[src/rtl/mdio_poll_pkg.sv]
package mdio_poll_pkg;

  localparam int          WORD_W     = 16;
  localparam logic [5:0]  PRE_LEN    = 6'd32;
  localparam logic [5:0]  RELEASE_AT = 6'd46;
  localparam logic [5:0]  DATA_AT    = 6'd48;
  localparam logic [5:0]  LAST_POS   = 6'd63;
  localparam logic [3:0]  SOF_OP     = 4'b0110;  // start 01, read 10

  // PHY address for a port: base plus index, wrapping at 32
  function automatic logic [4:0] phy_of_port(input logic [4:0] base,
                                             input logic [4:0] idx);
    return base + idx;
  endfunction

  // Line state for bit position idx of a read frame: {drive_enable, level}
  function automatic logic [1:0] frame_bit(input logic [5:0] idx,
                                           input logic [4:0] phy,
                                           input logic [4:0] regad);
    logic [13:0] hdr;
    logic [3:0]  k;
    hdr = {SOF_OP, phy, regad};
    if (idx < PRE_LEN) begin
      return 2'b11;
    end else if (idx < RELEASE_AT) begin
      k = 4'(6'd45 - idx);
      return {1'b1, hdr[k]};
    end
    return 2'b01;
  endfunction

  // Operating mode: {speed, duplex}
  function automatic logic [1:0] mode_of(input logic [WORD_W-1:0] w,
                                         input logic [3:0] rate_pos,
                                         input logic [3:0] dplx_pos);
    return {w[rate_pos], w[dplx_pos]};
  endfunction

endpackage

[src/rtl/mdio_mdc_gen.sv]
module mdio_mdc_gen #(
  parameter int DIV_W = 8
) (
  input  logic             clk,
  input  logic             rst_n,
  input  logic [DIV_W-1:0] half_div,
  output logic             mdc,
  output logic             rise_stb,
  output logic             fall_stb
);

  logic [DIV_W-1:0] cnt;
  logic [DIV_W-1:0] limit;
  logic             toggle;

  assign limit    = (half_div == '0) ? DIV_W'(1) : half_div;
  assign toggle   = (cnt >= limit - DIV_W'(1));
  // strobes mark the edge at which mdc changes
  assign rise_stb = toggle && !mdc;
  assign fall_stb = toggle &&  mdc;

  always_ff @(posedge clk) begin
    if (!rst_n) begin
      cnt <= '0;
      mdc <= 1'b1;
    end else if (toggle) begin
      cnt <= '0;
      mdc <= !mdc;
    end else begin
      cnt <= cnt + DIV_W'(1);
    end
  end

  // a strobe is never raised on two consecutive edges when the divider is above one
  a_r2_strobe_spacing: assert property (@(posedge clk) disable iff (!rst_n)
    (rise_stb || fall_stb) && (limit > DIV_W'(1)) && $stable(half_div)
      |=> !(rise_stb || fall_stb));

endmodule

[src/rtl/mdio_read_engine.sv]
module mdio_read_engine
  import mdio_poll_pkg::*;
#(
  parameter int NUM_PORTS = 8,
  parameter int PIDX_W    = 3
) (
  input  logic              clk,
  input  logic              rst_n,
  input  logic              rise_stb,
  input  logic              fall_stb,
  input  logic              poll_en,
  input  logic [4:0]        phy_base,
  input  logic [4:0]        reg_addr,
  input  logic              mdio_i,
  output logic              mdio_o,
  output logic              mdio_oe,
  output logic              done,
  output logic [PIDX_W-1:0] done_port,
  output logic [WORD_W-1:0] done_word
);

  logic [5:0]        pos;
  logic [5:0]        pos_nxt;
  logic [PIDX_W-1:0] port;
  logic [WORD_W-2:0] shreg;
  logic              busy;
  logic              at_end;
  logic              launch;
  logic              advance;
  logic              sample;
  logic [1:0]        line_nxt;

  assign at_end   = (pos == LAST_POS);
  assign pos_nxt  = pos + 6'd1;
  assign launch   = fall_stb && at_end && !busy && poll_en;
  assign advance  = fall_stb && (!at_end || launch);
  assign sample   = rise_stb && busy && (pos >= DATA_AT);
  assign done     = rise_stb && busy && at_end;
  assign line_nxt = frame_bit(pos_nxt, phy_of_port(phy_base, 5'(port)), reg_addr);

  assign done_port = port;
  assign done_word = {shreg, mdio_i};

  always_ff @(posedge clk) begin
    if (!rst_n) begin
      pos     <= LAST_POS;
      busy    <= 1'b0;
      mdio_o  <= 1'b1;
      mdio_oe <= 1'b0;
      shreg   <= '0;
      port    <= '0;
    end else begin
      if (launch)    busy <= 1'b1;
      else if (done) busy <= 1'b0;
      if (advance) begin
        pos     <= pos_nxt;
        mdio_oe <= line_nxt[1];
        mdio_o  <= line_nxt[0];
      end
      if (sample) shreg <= {shreg[WORD_W-3:0], mdio_i};
      if (done) begin
        port <= (port == PIDX_W'(NUM_PORTS - 1)) ? '0 : port + 1'b1;
      end
    end
  end

  // the line is already released when the last data bit is taken
  a_r3_released_at_done: assert property (@(posedge clk) disable iff (!rst_n)
    done |-> !mdio_oe);

  // every frame opens with a preamble one
  a_r3_frame_opens_with_one: assert property (@(posedge clk) disable iff (!rst_n)
    $rose(mdio_oe) |-> mdio_o);

endmodule

[src/rtl/mdio_status_bank.sv]
module mdio_status_bank
  import mdio_poll_pkg::*;
#(
  parameter int NUM_PORTS = 8,
  parameter int PIDX_W    = 3
) (
  input  logic                   clk,
  input  logic                   rst_n,
  input  logic                   poll_en,
  input  logic                   done,
  input  logic [PIDX_W-1:0]      done_port,
  input  logic [WORD_W-1:0]      done_word,
  input  logic [3:0]             rate_pos,
  input  logic [3:0]             dplx_pos,
  input  logic [3:0]             link_pos,
  output logic [2*NUM_PORTS-1:0] mode_q,
  output logic [NUM_PORTS-1:0]   link_q
);

  logic [NUM_PORTS-1:0] wen;
  logic [1:0]           dec_mode;
  logic                 dec_link;

  assign dec_mode = mode_of(done_word, rate_pos, dplx_pos);
  assign dec_link = done_word[link_pos];

  for (genvar p = 0; p < NUM_PORTS; p++) begin : g_wen
    assign wen[p] = done && poll_en && (done_port == PIDX_W'(p));
  end

  always_ff @(posedge clk) begin
    if (!rst_n) begin
      mode_q <= '0;
      link_q <= '0;
    end else begin
      for (int p = 0; p < NUM_PORTS; p++) begin
        if (wen[p]) begin
          mode_q[2*p +: 2] <= dec_mode;
          link_q[p]        <= dec_link;
        end
      end
    end
  end

  // a completed read writes at most one port slot
  a_r8_single_port_write: assert property (@(posedge clk) disable iff (!rst_n)
    $onehot0(wen));

  // results are frozen while polling is off
  a_r9_frozen_when_forced: assert property (@(posedge clk) disable iff (!rst_n)
    !poll_en |=> ($stable(mode_q) && $stable(link_q)));

endmodule

[src/rtl/mdio_status_poller.sv]
module mdio_status_poller
  import mdio_poll_pkg::*;
#(
  parameter int NUM_PORTS = 8,
  parameter int DIV_W     = 8
) (
  input  logic                   clk,
  input  logic                   rst_n,
  input  logic                   mdio_en,
  input  logic [4:0]             phy_base,
  input  logic [4:0]             stat_reg,
  input  logic [3:0]             rate_pos,
  input  logic [3:0]             dplx_pos,
  input  logic [3:0]             link_pos,
  input  logic [DIV_W-1:0]       mdc_half,
  input  logic [NUM_PORTS-1:0]   force_link,
  input  logic [NUM_PORTS-1:0]   force_speed,
  input  logic [NUM_PORTS-1:0]   force_duplex,
  output logic                   mdc,
  output logic                   mdio_o,
  output logic                   mdio_oe,
  input  logic                   mdio_i,
  output logic [2*NUM_PORTS-1:0] port_mode,
  output logic [NUM_PORTS-1:0]   port_link
);

  localparam int PIDX_W = (NUM_PORTS > 1) ? $clog2(NUM_PORTS) : 1;

  logic                   rise_stb;
  logic                   fall_stb;
  logic                   rd_done;
  logic [PIDX_W-1:0]      rd_port;
  logic [WORD_W-1:0]      rd_word;
  logic [2*NUM_PORTS-1:0] mode_q;
  logic [NUM_PORTS-1:0]   link_q;

  mdio_mdc_gen #(.DIV_W(DIV_W)) u_clkgen (
    .clk      (clk),
    .rst_n    (rst_n),
    .half_div (mdc_half),
    .mdc      (mdc),
    .rise_stb (rise_stb),
    .fall_stb (fall_stb)
  );

  mdio_read_engine #(.NUM_PORTS(NUM_PORTS), .PIDX_W(PIDX_W)) u_engine (
    .clk       (clk),
    .rst_n     (rst_n),
    .rise_stb  (rise_stb),
    .fall_stb  (fall_stb),
    .poll_en   (mdio_en),
    .phy_base  (phy_base),
    .reg_addr  (stat_reg),
    .mdio_i    (mdio_i),
    .mdio_o    (mdio_o),
    .mdio_oe   (mdio_oe),
    .done      (rd_done),
    .done_port (rd_port),
    .done_word (rd_word)
  );

  mdio_status_bank #(.NUM_PORTS(NUM_PORTS), .PIDX_W(PIDX_W)) u_bank (
    .clk       (clk),
    .rst_n     (rst_n),
    .poll_en   (mdio_en),
    .done      (rd_done),
    .done_port (rd_port),
    .done_word (rd_word),
    .rate_pos  (rate_pos),
    .dplx_pos  (dplx_pos),
    .link_pos  (link_pos),
    .mode_q    (mode_q),
    .link_q    (link_q)
  );

  for (genvar p = 0; p < NUM_PORTS; p++) begin : g_out
    assign port_mode[2*p +: 2] = mdio_en ? mode_q[2*p +: 2]
                                         : {force_speed[p], force_duplex[p]};
    assign port_link[p]        = mdio_en ? link_q[p] : force_link[p];
  end

  // driven level moves only with a falling mdc
  a_r4_mdio_moves_on_fall: assert property (@(posedge clk) disable iff (!rst_n)
    !$stable(mdio_o) |-> $fell(mdc));

  // drive enable moves only with a falling mdc
  a_r4_oe_moves_on_fall: assert property (@(posedge clk) disable iff (!rst_n)
    !$stable(mdio_oe) |-> $fell(mdc));

endmodule

[config.mk]
export PLATFORM = sky130hd
export DESIGN_NAME = mdio_status_poller
export DESIGN_NICKNAME = d
export VERILOG_FILES = /design/src/rtl/mdio_poll_pkg.sv /design/src/rtl/mdio_mdc_gen.sv /design/src/rtl/mdio_read_engine.sv /design/src/rtl/mdio_status_bank.sv /design/src/rtl/mdio_status_poller.sv
export SDC_FILE = /design/constraint.sdc
export NUM_CORES = 1
export LEC_CHECK = 0
export BUFFER_PORTS_ARGS = -buffer_cell sky130_fd_sc_hd__buf_2
export CAP_MARGIN = 30
export CORE_MARGIN = 5
export CORE_UTILIZATION = 35
export CTS_BUF_LIST = sky130_fd_sc_hd__clkbuf_8
export CTS_CLUSTER_SIZE = 14
export DETAILED_ROUTE_END_ITERATION = 7
export SLEW_MARGIN = 20
export SYNTH_ARGS = -nofsm -noshare
export SYNTH_HDL_FRONTEND = slang
export SYNTH_HIERARCHICAL = 1
export SYNTH_SLANG_ARGS = --single-unit
[constraint.sdc]
create_clock -name clk -period 10.08 [get_ports clk]
set_input_delay 1.512 -clock clk [delete_from_list [all_inputs] [get_ports clk]]
set_output_delay 1.512 -clock clk [all_outputs]
set_load 0.01 [all_outputs]
==> results.yml <==
die:
  core-area_sq_um: 12000
  start_util_pct: 35.5
  die_x_microns: 120
  die_h_microns: 120
  die_area_sq_um: 14400
  rows: 40
  ios: 85
power:
  ir_drop_uv: 39.1
  powerDensity_nw_per_um2: 106
  fin_total_pwr_mw: 0.518
  power.leakage_nw: 1.94
detailed_routing:
  vias: 3725
  vias_per_cell: 5.37
  wl_per_cell_microns: 14.9
  met1Wirelength_mm: 4.66
  drc_errors: 0
  top_layer: "met4"
  ant_nets: 0
  dr_wl_met3_microns: 626
  wl_met2_mm: 4.87
  drtPass1Iterations: 4
  drtIter0Drc: 211
  routed_wl_mm: 10.4
run:
  drv_cap: 0
sta:
  slew_headroom_pct: 42.2
  hold_viol: 0
  setup_viol: 0
  layout_min_cycle_time_ps: 5320
  finalMaxSlewViolations: 0
  tightestPinTransition_ps: 864
  max_freq_ghz: 0.188
  rsz0062_at_grt: "no"
  period_share_pct: 52.8
  fin_skew_ps: 7.58
  worst_slack_ps: 4760
  setup_tns_ps: 0
placement:
  io_buffers: 84
  dp_hpwl_mm: 7.72
  finalWeightedCongestion: 0.810
  dp_slack_ps: 4450
finish:
  num_antenna_cells: 0
  area_growth_pct: 14.8
  drive_gt1_share_pct: 26.9
  nets: 619
logic_synthesis:
  synth_compound_area_share_pct: 18.1
  synth_area_leaders: "dfxtp_1 28%, mux2_4 7.8%, nand3_1 5.9%"
  synth_nets: 550
  synth-adder-area-share_pct: 5.78
  synth.cell_area_sq_um: 4240
  avgSynthCellArea_sq_um: 8.97
  synth_ff_type: "dfxtp_1"
  synth_top_area_share_pct: 28.3
  synthCells: 473
  synth_xor_xnor_area_share_pct: 3.92
  yosys.area_share.simple_pct: 24.0
  ys_async_sr_fraction_pct: 0
  synth_top_family_by_area: "simple AND/OR/NAND/NOR gates"
  synth_top_area_cell: "dfxtp_1"
  ys_ff_latch: 60
  ys_seq_area_share_pct: 28.3
  ys_types: 63
  synth_edf_count: 0
  muxShareOfSynthArea_pct: 14.9
  synth_most_common_cell: "dfxtp_1"
  synthTopCellsByCount: "60 x dfxtp_1, 55 x nand2_1, 50 x nand3_1, 26 x nor2_1, 22 x mux2_4"
  synth_warnings: 6
cts:
  cts.sinks: 60
  root_buffer: "clkbuf_8"
  cts_setup_buffers: 0
  cts_buffers: 9
  cts_tree: "done"
  clock_latency_ps: 340
  clk_pin_slew_ps: 70
  cts.repair.resized: 0
  ctsHoldBuffers: 0
  cts.path.max_buffers: 2
  cts_max_level: 3
worst_setup_path:
  crit_path_end_kind: "flop"
  cp_max_fo: 8
  start_kind: "input pin"
  path_class: "input pin to flop"
  arrival_ps: 5540
  worstReg2RegStart: "u_clkgen/cnt[0]$_SDFF_PP0_"
  crit_required_ps: 10300
  setup.worst_path.start: "mdc_half[2]"
grt:
  grt_pass1_wl_mm: 17.3
  grt_overflow: 0
  grtUsageTotal_pct: 14.4
  antenna_found_initial: 0
  grt_pass1_vias: 3665
  grt_start_max_net_pins: 63
min_path:
  hold_class: "flop to flop"
  hp-start: "u_clkgen/cnt[0]$_SDFF_PP0_"
run_status:
  status: "finished, final reports clean"
==> power by group <==
group,switching [mW],internal (mW)
Sequential,0.00240,0.239
Combinational,0.0424,0.0380
Clock,0.0952,0.101
==> logic make-up (layout without fill, tap and decap cells) <==
family	count (synthesis)	in the layout
muxes	50	50
and+or+nand+nor	198	198
xor gates and xnor gates	19	19
buffers and inverters	36	110
adders and majority gates	19	19
DFF	60	60
AOI/OAI and AO/OA	91	91
==> layout make-up <==
type | instances | area [sq um]
Fill cell | 1213 | 7090
Multi-Input combinational cell | 377 | 2830
Sequential cell | 60 | 1200
Timing Repair Buffer | 86 | 445
Tap cell | 147 | 184
Clock buffer | 11 | 151
Inverter | 8 | 30.0
Clock inverter | 5 | 28.8
==> final timing paths <==
path | end | slack [ps] | cells after the start
max reg2reg | u_bank/mode_q[9]$_SDFFE_PN0P_ | 6970 | 11
min reg2reg | u_clkgen/cnt[0]$_SDFF_PP0_ | 470 | 1
max | u_bank/mode_q[9]$_SDFFE_PN0P_ | 4760 | 17
min | u_clkgen/cnt[0]$_SDFF_PP0_ | 470 | 1
==> metrics by stage <==
stage / std cells / utilization, % / hold WS [ps] / area (sq um)
floorplan: 473 / - / 426 / 4240
global placement: 676 / 39.0 / 451 / 4670
detailed placement: 676 / 39.0 / 468 / 4670
CTS: 692 / 40.5 / 483 / 4850
global route: 694 / 40.7 / 518 / 4870
finish: 694 / 40.7 / 473 / 4870
==> registers in the layout, summed over array words and instances, names as in the netlist <==
| signal | flops |
|---|---|
| u_engine/shreg | 15 |
| u_bank/mode_q | 16 |
| u_clkgen/mdc | 1 |
| u_engine/mdio_oe | 1 |
| u_clkgen/cnt | 8 |
| u_bank/link_q | 8 |
| u_engine/busy | 1 |
| u_engine/done_port | 3 |
| u_engine/mdio_o | 1 |
| u_engine/pos | 6 |
==> worst max-delay path, stage by stage <==
cell      delay [ps]
buf_2            130
or4_4            560
nor4_4           210
nor2_1           110
ha_1             220
inv_1             70
nor2_1            50
xnor2_1          120
ha_1             290
nand4_1          190
o31a_1           360
nor2_1           160
nand4_1          260
inv_2            160
nand3_1          230
or3_1            500
o311ai_1         400
==> layout by cell type, fill, tap and decap left out, drive strengths merged, types with 4 or more instances in the layout <==
cell,netlist,layout
ha,18,18
or3,6,6
nor2,26,26
mux2i,21,21
a21oi,11,11
buf,19,86
a2111oi,5,5
and3,4,4
nand2,55,55
xnor2,9,9
a21boi,17,17
nand2b,9,9
dfxtp,60,60
nor2b,10,10
nor3b,5,5
or2,8,8
nand3,50,50
nand4,7,7
mux2,28,28
xor2,10,10
o21ai,4,4
nor3,8,8
clkbuf,9,11
o211ai,10,10
o311ai,24,24
inv,8,10
==> metal layers <==
layer  global-route usage, %  up-vias
li1                        -     1893
met1                    17.5     1709
met2                    24.8      102
met3                    2.83       21
met4                    6.16        0
met5                       0        -
No activity file was read; power rests on OpenSTA's default activity.
